===== src/rtl/crb_pkg.sv =====
package crb_pkg;
   typedef enum logic [1:0] {
      ST_LOAD = 2'd0,
      ST_RUN  = 2'd1,
      ST_DONE = 2'd2
   } crb_state_e;
endpackage


===== src/rtl/crb_chal_regs.sv =====
// Challenge word capture: one register per word plus a mask of words
// written since the last start.
module crb_chal_regs #(
   parameter int WORD_W     = 16,
   parameter int CHAL_WORDS = 5,
   parameter int IDX_W      = 3
) (
   input  logic                         clk,
   input  logic                         rst_n,
   input  logic                         wr_valid,
   input  logic [IDX_W-1:0]             wr_index,
   input  logic [WORD_W-1:0]            wr_data,
   output logic [CHAL_WORDS*WORD_W-1:0] chal,
   output logic                         accept,
   output logic                         complete
);
   logic [CHAL_WORDS-1:0] mask_q;
   logic [CHAL_WORDS-1:0] sel;
   logic [CHAL_WORDS-1:0] mask_nxt;

   assign accept   = wr_valid && ({1'b0, wr_index} < (IDX_W+1)'(CHAL_WORDS));
   assign sel      = accept ? (CHAL_WORDS'(1) << wr_index) : '0;
   assign mask_nxt = mask_q | sel;
   assign complete = accept && (&mask_nxt);

   for (genvar gi = 0; gi < CHAL_WORDS; gi++) begin : g_word
      logic [WORD_W-1:0] word_q;
      always_ff @(posedge clk) begin
         if (!rst_n)
            word_q <= '0;
         else if (sel[gi])
            word_q <= wr_data;
      end
      assign chal[gi*WORD_W +: WORD_W] = word_q;
   end

   always_ff @(posedge clk) begin
      if (!rst_n)
         mask_q <= '0;
      else if (complete)
         mask_q <= '0;
      else if (accept)
         mask_q <= mask_nxt;
   end

   assert_mask_clear_R3: assert property (@(posedge clk) disable iff (!rst_n)
      complete |=> (mask_q == '0));
endmodule


===== src/rtl/crb_ct_packer.sv =====
// Packs engine bytes into ciphertext words and counts completed words.
module crb_ct_packer #(
   parameter int WORD_W    = 16,
   parameter int BYTE_W    = 8,
   parameter int CT_WORDS  = 138,
   parameter int CNT_W     = 8,
   parameter bit LOW_FIRST = 1'b1
) (
   input  logic              clk,
   input  logic              rst_n,
   input  logic              clr,
   input  logic              en,
   input  logic              byte_valid,
   input  logic [BYTE_W-1:0] byte_in,
   input  logic [CNT_W-1:0]  rd_idx,
   output logic [CNT_W-1:0]  done_words,
   output logic [WORD_W-1:0] rd_word
);
   logic [WORD_W-1:0] mem [CT_WORDS];
   logic [CNT_W-1:0]  cnt_q;
   logic              phase_q;
   logic [BYTE_W-1:0] hold_q;
   logic [WORD_W-1:0] word_new;
   logic              take;

   if (LOW_FIRST) begin : g_low_first
      assign word_new = {byte_in, hold_q};
   end else begin : g_high_first
      assign word_new = {hold_q, byte_in};
   end

   assign take = en && byte_valid && (cnt_q < CNT_W'(CT_WORDS));

   always_ff @(posedge clk) begin
      if (!rst_n) begin
         cnt_q   <= '0;
         phase_q <= 1'b0;
         hold_q  <= '0;
      end else if (clr) begin
         cnt_q   <= '0;
         phase_q <= 1'b0;
      end else if (take) begin
         if (!phase_q) begin
            hold_q  <= byte_in;
            phase_q <= 1'b1;
         end else begin
            cnt_q   <= cnt_q + CNT_W'(1);
            phase_q <= 1'b0;
         end
      end
   end

   always_ff @(posedge clk) begin
      if (!clr && take && phase_q)
         mem[cnt_q] <= word_new;
   end

   assign done_words = cnt_q;
   assign rd_word    = (rd_idx < CNT_W'(CT_WORDS)) ? mem[rd_idx] : '0;

   assert_count_bounded_R10: assert property (@(posedge clk) disable iff (!rst_n)
      done_words <= CNT_W'(CT_WORDS));
   assert_count_step_R5: assert property (@(posedge clk) disable iff (!rst_n)
      !clr |=> (done_words == $past(done_words)) ||
               (done_words == $past(done_words) + CNT_W'(1)));
endmodule


===== src/rtl/crb_rd_server.sv =====
// Block-read sequencer: validates requests, then walks the word pointer,
// holding on words not yet complete.
module crb_rd_server #(
   parameter int CT_WORDS = 138,
   parameter int CNT_W    = 8
) (
   input  logic             clk,
   input  logic             rst_n,
   input  logic             cancel,
   input  logic             req,
   input  logic [CNT_W-1:0] offset,
   input  logic [CNT_W-1:0] count,
   input  logic [CNT_W-1:0] done_words,
   output logic             busy,
   output logic             err,
   output logic             data_valid,
   output logic [CNT_W-1:0] rd_idx
);
   logic [CNT_W-1:0] ptr_q;
   logic [CNT_W-1:0] rem_q;
   logic             bad;
   logic [CNT_W:0]   end_sum;

   assign end_sum    = {1'b0, offset} + {1'b0, count};
   assign bad        = (count == '0) || (end_sum > (CNT_W+1)'(CT_WORDS));
   assign data_valid = busy && (ptr_q < done_words);
   assign rd_idx     = ptr_q;

   always_ff @(posedge clk) begin
      if (!rst_n) begin
         busy  <= 1'b0;
         err   <= 1'b0;
         ptr_q <= '0;
         rem_q <= '0;
      end else begin
         err <= 1'b0;
         if (cancel) begin
            busy <= 1'b0;
         end else if (busy) begin
            if (data_valid) begin
               ptr_q <= ptr_q + CNT_W'(1);
               rem_q <= rem_q - CNT_W'(1);
               if (rem_q == CNT_W'(1))
                  busy <= 1'b0;
            end
         end else if (req) begin
            if (bad) begin
               err <= 1'b1;
            end else begin
               busy  <= 1'b1;
               ptr_q <= offset;
               rem_q <= count;
            end
         end
      end
   end

   assert_err_idle_R6: assert property (@(posedge clk) disable iff (!rst_n)
      err |-> !busy);
   assert_ptr_limit_R6: assert property (@(posedge clk) disable iff (!rst_n)
      busy |-> (({1'b0, ptr_q} + {1'b0, rem_q}) <= (CNT_W+1)'(CT_WORDS)) && (rem_q != '0));
endmodule


===== src/rtl/chal_resp_buf.sv =====
module chal_resp_buf #(
   parameter int WORD_W      = 16,
   parameter int BYTE_W      = 8,
   parameter int CHAL_WORDS  = 5,
   parameter int CT_WORDS    = 138,
   parameter bit LOW_FIRST   = 1'b1,
   localparam int IDX_W      = $clog2(CHAL_WORDS),
   localparam int CNT_W      = $clog2(CT_WORDS + 1),
   localparam int CHAL_W     = CHAL_WORDS * WORD_W
) (
   input  logic              clk,
   input  logic              rst_n,
   input  logic              chal_wr,
   input  logic [IDX_W-1:0]  chal_idx,
   input  logic [WORD_W-1:0] chal_data,
   input  logic              rd_req,
   input  logic [CNT_W-1:0]  rd_offset,
   input  logic [CNT_W-1:0]  rd_count,
   output logic              rd_busy,
   output logic              rd_err,
   output logic              rd_valid,
   output logic [WORD_W-1:0] rd_data,
   output logic              ct_ready,
   output logic [CHAL_W-1:0] eng_chal,
   output logic              eng_start,
   output logic              eng_abort,
   input  logic              eng_byte_valid,
   input  logic [BYTE_W-1:0] eng_byte
);
   import crb_pkg::*;

   if (WORD_W != 2 * BYTE_W) begin : g_bad_width
      $error("WORD_W must hold exactly two bytes");
   end
   if (CHAL_WORDS < 2 || CT_WORDS < 1) begin : g_bad_depth
      $error("CHAL_WORDS must be at least 2 and CT_WORDS at least 1");
   end

   crb_state_e       state_q;
   logic             wr_accept;
   logic             chal_complete;
   logic [CNT_W-1:0] done_words;
   logic [CNT_W-1:0] rd_idx;

   crb_chal_regs #(
      .WORD_W(WORD_W), .CHAL_WORDS(CHAL_WORDS), .IDX_W(IDX_W)
   ) u_chal (
      .clk(clk), .rst_n(rst_n), .wr_valid(chal_wr), .wr_index(chal_idx),
      .wr_data(chal_data), .chal(eng_chal), .accept(wr_accept),
      .complete(chal_complete)
   );

   crb_ct_packer #(
      .WORD_W(WORD_W), .BYTE_W(BYTE_W), .CT_WORDS(CT_WORDS),
      .CNT_W(CNT_W), .LOW_FIRST(LOW_FIRST)
   ) u_pack (
      .clk(clk), .rst_n(rst_n), .clr(wr_accept), .en(state_q == ST_RUN),
      .byte_valid(eng_byte_valid), .byte_in(eng_byte), .rd_idx(rd_idx),
      .done_words(done_words), .rd_word(rd_data)
   );

   crb_rd_server #(
      .CT_WORDS(CT_WORDS), .CNT_W(CNT_W)
   ) u_rd (
      .clk(clk), .rst_n(rst_n), .cancel(wr_accept), .req(rd_req),
      .offset(rd_offset), .count(rd_count), .done_words(done_words),
      .busy(rd_busy), .err(rd_err), .data_valid(rd_valid), .rd_idx(rd_idx)
   );

   assign ct_ready = (done_words == CNT_W'(CT_WORDS));

   always_ff @(posedge clk) begin
      if (!rst_n) begin
         state_q   <= ST_LOAD;
         eng_start <= 1'b0;
         eng_abort <= 1'b0;
      end else begin
         eng_start <= chal_complete;
         eng_abort <= wr_accept && (state_q == ST_RUN);
         if (wr_accept)
            state_q <= chal_complete ? ST_RUN : ST_LOAD;
         else if (state_q == ST_RUN && ct_ready)
            state_q <= ST_DONE;
      end
   end

   assert_start_pulse_R3: assert property (@(posedge clk) disable iff (!rst_n)
      eng_start |=> !eng_start);
   assert_start_fresh_R3: assert property (@(posedge clk) disable iff (!rst_n)
      eng_start |-> (state_q == ST_RUN) && (done_words == '0));
   assert_abort_pulse_R8: assert property (@(posedge clk) disable iff (!rst_n)
      eng_abort |=> !eng_abort);
   assert_abort_clears_R8: assert property (@(posedge clk) disable iff (!rst_n)
      eng_abort |-> (done_words == '0) && !rd_busy && !eng_start);
endmodule


===== config.mk =====
export PLATFORM = sky130hd
export DESIGN_NAME = chal_resp_buf
export DESIGN_NICKNAME = d
export VERILOG_FILES = /design/src/rtl/crb_pkg.sv /design/src/rtl/crb_chal_regs.sv /design/src/rtl/crb_ct_packer.sv /design/src/rtl/crb_rd_server.sv /design/src/rtl/chal_resp_buf.sv
export SDC_FILE = /design/constraint.sdc
export NUM_CORES = 2
export LEC_CHECK = 0
export BUFFER_PORTS_ARGS = -buffer_cell sky130_fd_sc_hd__buf_2
export CORE_UTILIZATION = 51
export DETAILED_ROUTE_END_ITERATION = 7
export HOLD_SLACK_MARGIN = 0.06
export PLACE_DENSITY_LB_ADDON = 0.25
export SLEW_MARGIN = 20
export SYNTH_ARGS = -nofsm -noshare
export SYNTH_HDL_FRONTEND = slang
export SYNTH_SLANG_ARGS = --single-unit

===== constraint.sdc =====
create_clock -name clk -period 3.34 [get_ports clk]
set_input_delay 1.002 -clock clk [delete_from_list [all_inputs] [get_ports clk]]
set_output_delay 1.002 -clock clk [all_outputs]
set_load 0.03 [all_outputs]

### Yosys cells after proc, flatten, opt, wreduce, memory -nomap -nowiden

Memory sizes are Yosys's and may differ from the RTL's. A register that Yosys moved wholly into a read port is not among the register bits.
Cells that the tools add are included.

* flip-flop bits (word level): 124
* RAM bits: 2208
* input port bits: 48
* output and inout bits: 102
* word-level logic and storage cells: 82
* memories: 1

* add/subtract/negate cells: 4
* magnitude comparators: 5
* equality and inequality tests: 5
* shift operators: 1
* mux-type cells: 24
* bitwise logic cells: 5
* reductions and logical operators: 21

Memory list
* u_pack.mem: words 138, width 16, read ports 1, clocked after memory_dff 1, wr ports 1, RTL line crb_ct_packer.sv:19 `logic [WORD_W-1:0] mem [CT_WORDS];`

Operator list (number)
* 8-bit 2-to-1 mux: 10
* 8-bit by 1-bit adder with 8-bit output (second input constant): 2
* 8-bit less-than comparator (second input constant): 2
* 16-bit 2-to-1 mux: 1
* 1-bit 2-to-1 mux: 10
* 8-bit by 8-bit adder with 9-bit output: 1
* 9-bit by 8-bit > comparator with 1-bit output (second input constant): 1
* 1-bit logical AND: 9
* 8-bit by 1-bit == test with 1-bit output (second input constant): 1
* 8-bit == test (second input constant): 1
* 8-bit logical NOT: 1
* 8-bit less-than comparator: 1
* 8-bit by 1-bit subtractor with 8-bit output (second input constant): 1
* 5-bit 2-to-1 mux: 1
* 5-bit OR: 1
* 5-bit AND reduction: 1
* 1-bit by 3-bit left shift with 5-bit output (first input constant): 1
* 2-bit 2-to-1 mux: 2
* 1-bit inverter: 4
* 4-bit AND reduction: 1
* 2-bit nonzero test: 2
* 2-bit OR reduction: 2
* 4-bit OR reduction: 1
* 3-bit less-than comparator (second input constant): 1
* 7 further kinds: 7

### Depth between registers and ports, before layout

* word-level depth: 8
* depth in mapped cells: 11
* depth with buffers taken out: 10

### Modules after synthesis

From an unflattened synthesis, not the netlist that was laid out.

* cells, all modules: 4540
* area total of the unflattened synthesis: 91273.8 µm²

By module, submodules not included
* crb_ct_packer: times used 1, cells an instance 3906, area an instance 86070.0 µm², sequential area each 66643.9 µm²
* crb_chal_regs: times used 1, cells an instance 387, area an instance 3278.1 µm², sequential area each 1701.6 µm²
* crb_rd_server: times used 1, cells an instance 230, area an instance 1746.7 µm², sequential area each 360.3 µm²
* chal_resp_buf: times used 1, cells an instance 17, area an instance 178.9 µm², sequential area each 80.1 µm²

### Worst setup path before layout

Ideal clock, no wire load.

* kind: register to output
* start: register u_rd.ptr_q[1], in the netlist u_rd.rd_idx[1]
* end: output port rd_data[10]
* arrival time: 2602 ps
* required time: 2338 ps
* path slack: -264 ps
* stages on the path, launching flop included: 8
* path buffers: 1
* path through: dfxtp_1 o21a_1 o41ai_1 clkbuf_1 o21ai_0 a31oi_1 o21ai_0 nor4_1

* word-level cells in the longest chain between the ends: 2

RTL lines
* start: declaration: RTL line crb_rd_server.sv:19 `logic [CNT_W-1:0] ptr_q;`
* start signal: assignment: RTL line crb_rd_server.sv:41 `ptr_q <= ptr_q + CNT_W'(1);`
* start signal: assignment: RTL line crb_rd_server.sv:51 `ptr_q <= offset;`
* 8-bit less-than comparator: RTL line crb_ct_packer.sv:59 `assign rd_word = (rd_idx < CNT_W'(CT_WORDS)) ? mem[rd_idx] : '0;`
* 16-bit 2-to-1 mux: RTL line crb_ct_packer.sv:59
* end: declaration: RTL line chal_resp_buf.sv:22 `output logic [WORD_W-1:0] rd_data,`

No other way between the ends.

==> results.md <==
- Placed insts: 7,039
- Final instance area: 0.109 sq mm
- Place WS: -0.973 ns
- Total routed wirelength: 227,000 um
- DRC violations left: 0
- Most common cell after layout, fill and taps aside: edfxtp_1
- Clock Path Buffers: 3
- Inserted Clock Buffers: around 220
- RSZ-0062 raised after global routing: true
- Fin crit period: approximately 5 ns
- Routed WL per cell: 30.1 um
- I/O pin count: 150
- Final #Nets: around 5,000
- Vias in the first global route: approximately 46,000
- Failing checks: setup timing
- Final hold violations: 0
- Synth Instances: around 4,200
- Gpl congestion: roughly 0.87
- Tot GR Track Use: roughly a quarter
- Status: complete, but fails checks
- # rows: 153
- Clock transition at path regs: around 0.060 ns
- Hold WS: roughly 0.43 ns
- Layout Cells excl Fill: between 7,000 and 8,000
- Worst setup margin: -1.70 ns
- Final period utilization: 151%
- Yosys reg bits: 2,340
- Synth async-reset ratio: 0%
- Largest delay share family, worst path: multiplexers
- Clk_skew: between 0.02 and 0.03 ns
- Leak pwr: between 0.03 and 0.04 uW
- Share of layout cells above drive strength 1: 37.6%
- Die Width: 423 um
- CTS tree: done
- Via count: around 47,000
- Startpoint Class: flop
- Antenna violations before repair: 3
- Slew @ Worst Pin: about 1.2 ns
- Final setup viols: 17
- Area of the core: 0.175 sq mm
- Slew Viols, Final: 0
- Congestion Overflow GR: 0
- Crit-path max cell delay: slightly above 0.8 ns
- Initial Utilization: about half
- Req. time, crit path: 2.34 ns
- Critical Path End Type: primary output
- Syn Nets: between 4,000 and 5,000
- Port-buffer cells: ~150
- Most frequent cells in the layout: edfxtp_1 (2,208), mux4_2 (641), buf_4 (448), nand2_1 (231), clkbuf_16 (227)
- Fmax: roughly 200 MHz
- Crit-path slowest cell: o211ai_1
- Number of max-cap violations: 0
- Mapped Area: about 0.090 sq mm
- Vias/cell: 6.17
- Area delta synth->final: 20.4%
- Synthesis Warnings: 0
- Final core occ: roughly 62%
- First-pass GRT wire length: 326,000 um
- DPL Wire Length: 138,000 um
- Initial DRC Count: ~5,500
- CTS Root Cell: clkbuf_16
- Synth cell types: around 70
- Clock sinks: around 2,300
- Prevailing post-synth register cell: edfxtp_1
- Critical path arrival: between 4 and 5 ns
- H-tree depth: 4
- Post-CTS Hold Buffers: 0
- DIE AREA: about 0.18 sq mm
- CP bufs+invs: 5
- Number of synthesized flops with an enable pin: between 2,000 and 2,500
- Area post-placement: 0.0995 sq mm
- Max_slew headroom: 23.2%
- Drt first pass iters: 5
- Min-delay worst type: input port to flop
- Syn Area/Cell: approximately 21 sq um
- Final antenna-violating net count: 0
- Critical path cell sequence: buf_12 -> buf_16 -> buf_12 -> mux4_2 -> mux4_2 -> o211ai_1 -> buf_4 -> nor4_4 -> buf_4
- Worst-Skew Late Latency: approximately 0.85 ns
- Pwr per Cell Area: 562 mW/mm^2
- Crit path kind: flop to primary output
- Post-synthesis sequential area ratio: between 70% and 80%
- Peak VDD IR: around 0.49 mV
- Die height: ~420 um
- Largest net degree at the start of global routing: 140
- Crit-path max FO: 6
-- flip-flops by register name, indices dropped and copies added, names as in the netlist, named ones only --
register and flops:
u_pack.mem 2208, eng_abort 1, u_rd.rem_q 8, u_pack.phase_q 1, u_pack.hold_q 8, eng_start 1, state_q 2, u_chal.mask_q 5
u_rd.err 1, u_pack.done_words 8, u_chal.g_word.word_q 80, u_rd.rd_idx 8, u_rd.busy 1
-- where the power goes --
group | total [uW] | leakage [uW] | switching, uW | internal [uW]
Sequential | 31900 | 0.0189 | 52.1 | 31800
Combinational | 4390 | 0.00947 | 2260 | 2130
Clock | 24700 | 0.00342 | 10700 | 14000
-- synthesized netlist by cell type, types with 5 or more instances --
cell	n	area [sq um]
a31oi_1	18	113
buf_4	14	105
ha_1	22	275
nand3_1	21	105
inv_1	21	78.8
a211oi_1	19	143
buf_6	25	282
o21ai_0	49	245
xnor2_1	8	70.1
nand2b_1	7	43.8
mux2_2	21	236
nand3b_1	5	37.5
or2_2	6	37.5
or3_1	7	43.8
dfxtp_1	132	2640
nor2b_1	20	125
edfxtp_1	2208	66300
mux4_2	641	14400
nor3_1	12	60.1
clkbuf_1	100	375
nand2_1	232	871
a22oi_1	14	105
a2111oi_0	5	43.8
nor4_1	18	113
a21oi_1	119	596
o22ai_1	32	200
buf_2	71	355
buf_1	18	67.6
nor2_1	206	773
o211ai_1	17	128
mux2i_1	59	591
-- logic make-up (layout without fill, tap and decap cells) --
family | count (synthesis) | after routing | share of synthesized area [%]
flip-flops | 2340 | 2340 | 76.5
multiplexers | 721 | 721 | 16.9
AND/OR/NAND/NOR | 556 | 556 | 2.64
AO/OA/AOI/OAI | 315 | 315 | 2.15
buffers and inverters | 251 | 1258 | 1.41
adder cells (fa/ha/maj) | 23 | 23 | 0.327
XOR/XNOR | 9 | 9 | 0.0874
other | 0 | 1 | 0
-- final cells by class --
type                            count  area (sq um)
Sequential cell                  2340         69000
Fill cell                       11762         66200
Multi-Input combinational cell   1624         20700
Timing Repair Buffer              825          8750
Clock buffer                      290          5910
Tap cell                         2325          2910
Clock inverter                    120          1170
Inverter                           23          86.3
Antenna cell                        1          2.50
-- tightest hold or removal path: cells and delay by family --
| family | cells | cell delay, ns |
|---|---|---|
| compound gates | 1 | 0.05 |
| buf+inv | 1 | 0.13 |
| simple gates | 1 | 0.06 |
-- stage by stage --
| stage | total power, uW | setup TNS [ns] |
|---|---|---|
| detailed placement | 36500 | -14.73 |
| global route | 62600 | -23.01 |
| global placement | 36400 | -14.70 |
| floorplan | 34700 | 0 |
| finish | 61000 | -22.13 |
| CTS | 61100 | -24.39 |
-- worst paths after layout --
kind | from | cells after the start | slack, ns | endpoint
min reg2reg | u_chal.g_word[2].word_q[7]$_SDFFE_PN0P_ | 2 | 0.45 | u_chal.g_word[2].word_q[7]$_SDFFE_PN0P_
min | chal_data[6] | 3 | 0.43 | u_chal.g_word[0].word_q[6]$_SDFFE_PN0P_
max reg2reg | u_rd.rd_idx[5]$_SDFFE_PN0P_ | 11 | 0.38 | flop
max | flop | 9 | -1.70 | rd_data[0]
-- metal layers --
| layer | vias to the layer above | GRT usage, % | wire, um |
|---|---|---|---|
| li1 | 19218 | - | - |
| met1 | 24813 | 37.3 | 92400 |
| met2 | 2214 | 39.4 | 108000 |
| met3 | 307 | 4.61 | 19900 |
| met4 | 0 | 7.90 | 6890 |
| met5 | - | 0 | 0 |
-- timing repair --
action	4_1_cts	5_1_grt
setup buffers	40	58
pin swaps	30	26
setup endpoints to repair	18	19
resized for setup	149	73
cloned	11	2
(Power assumes the default switching activity.)
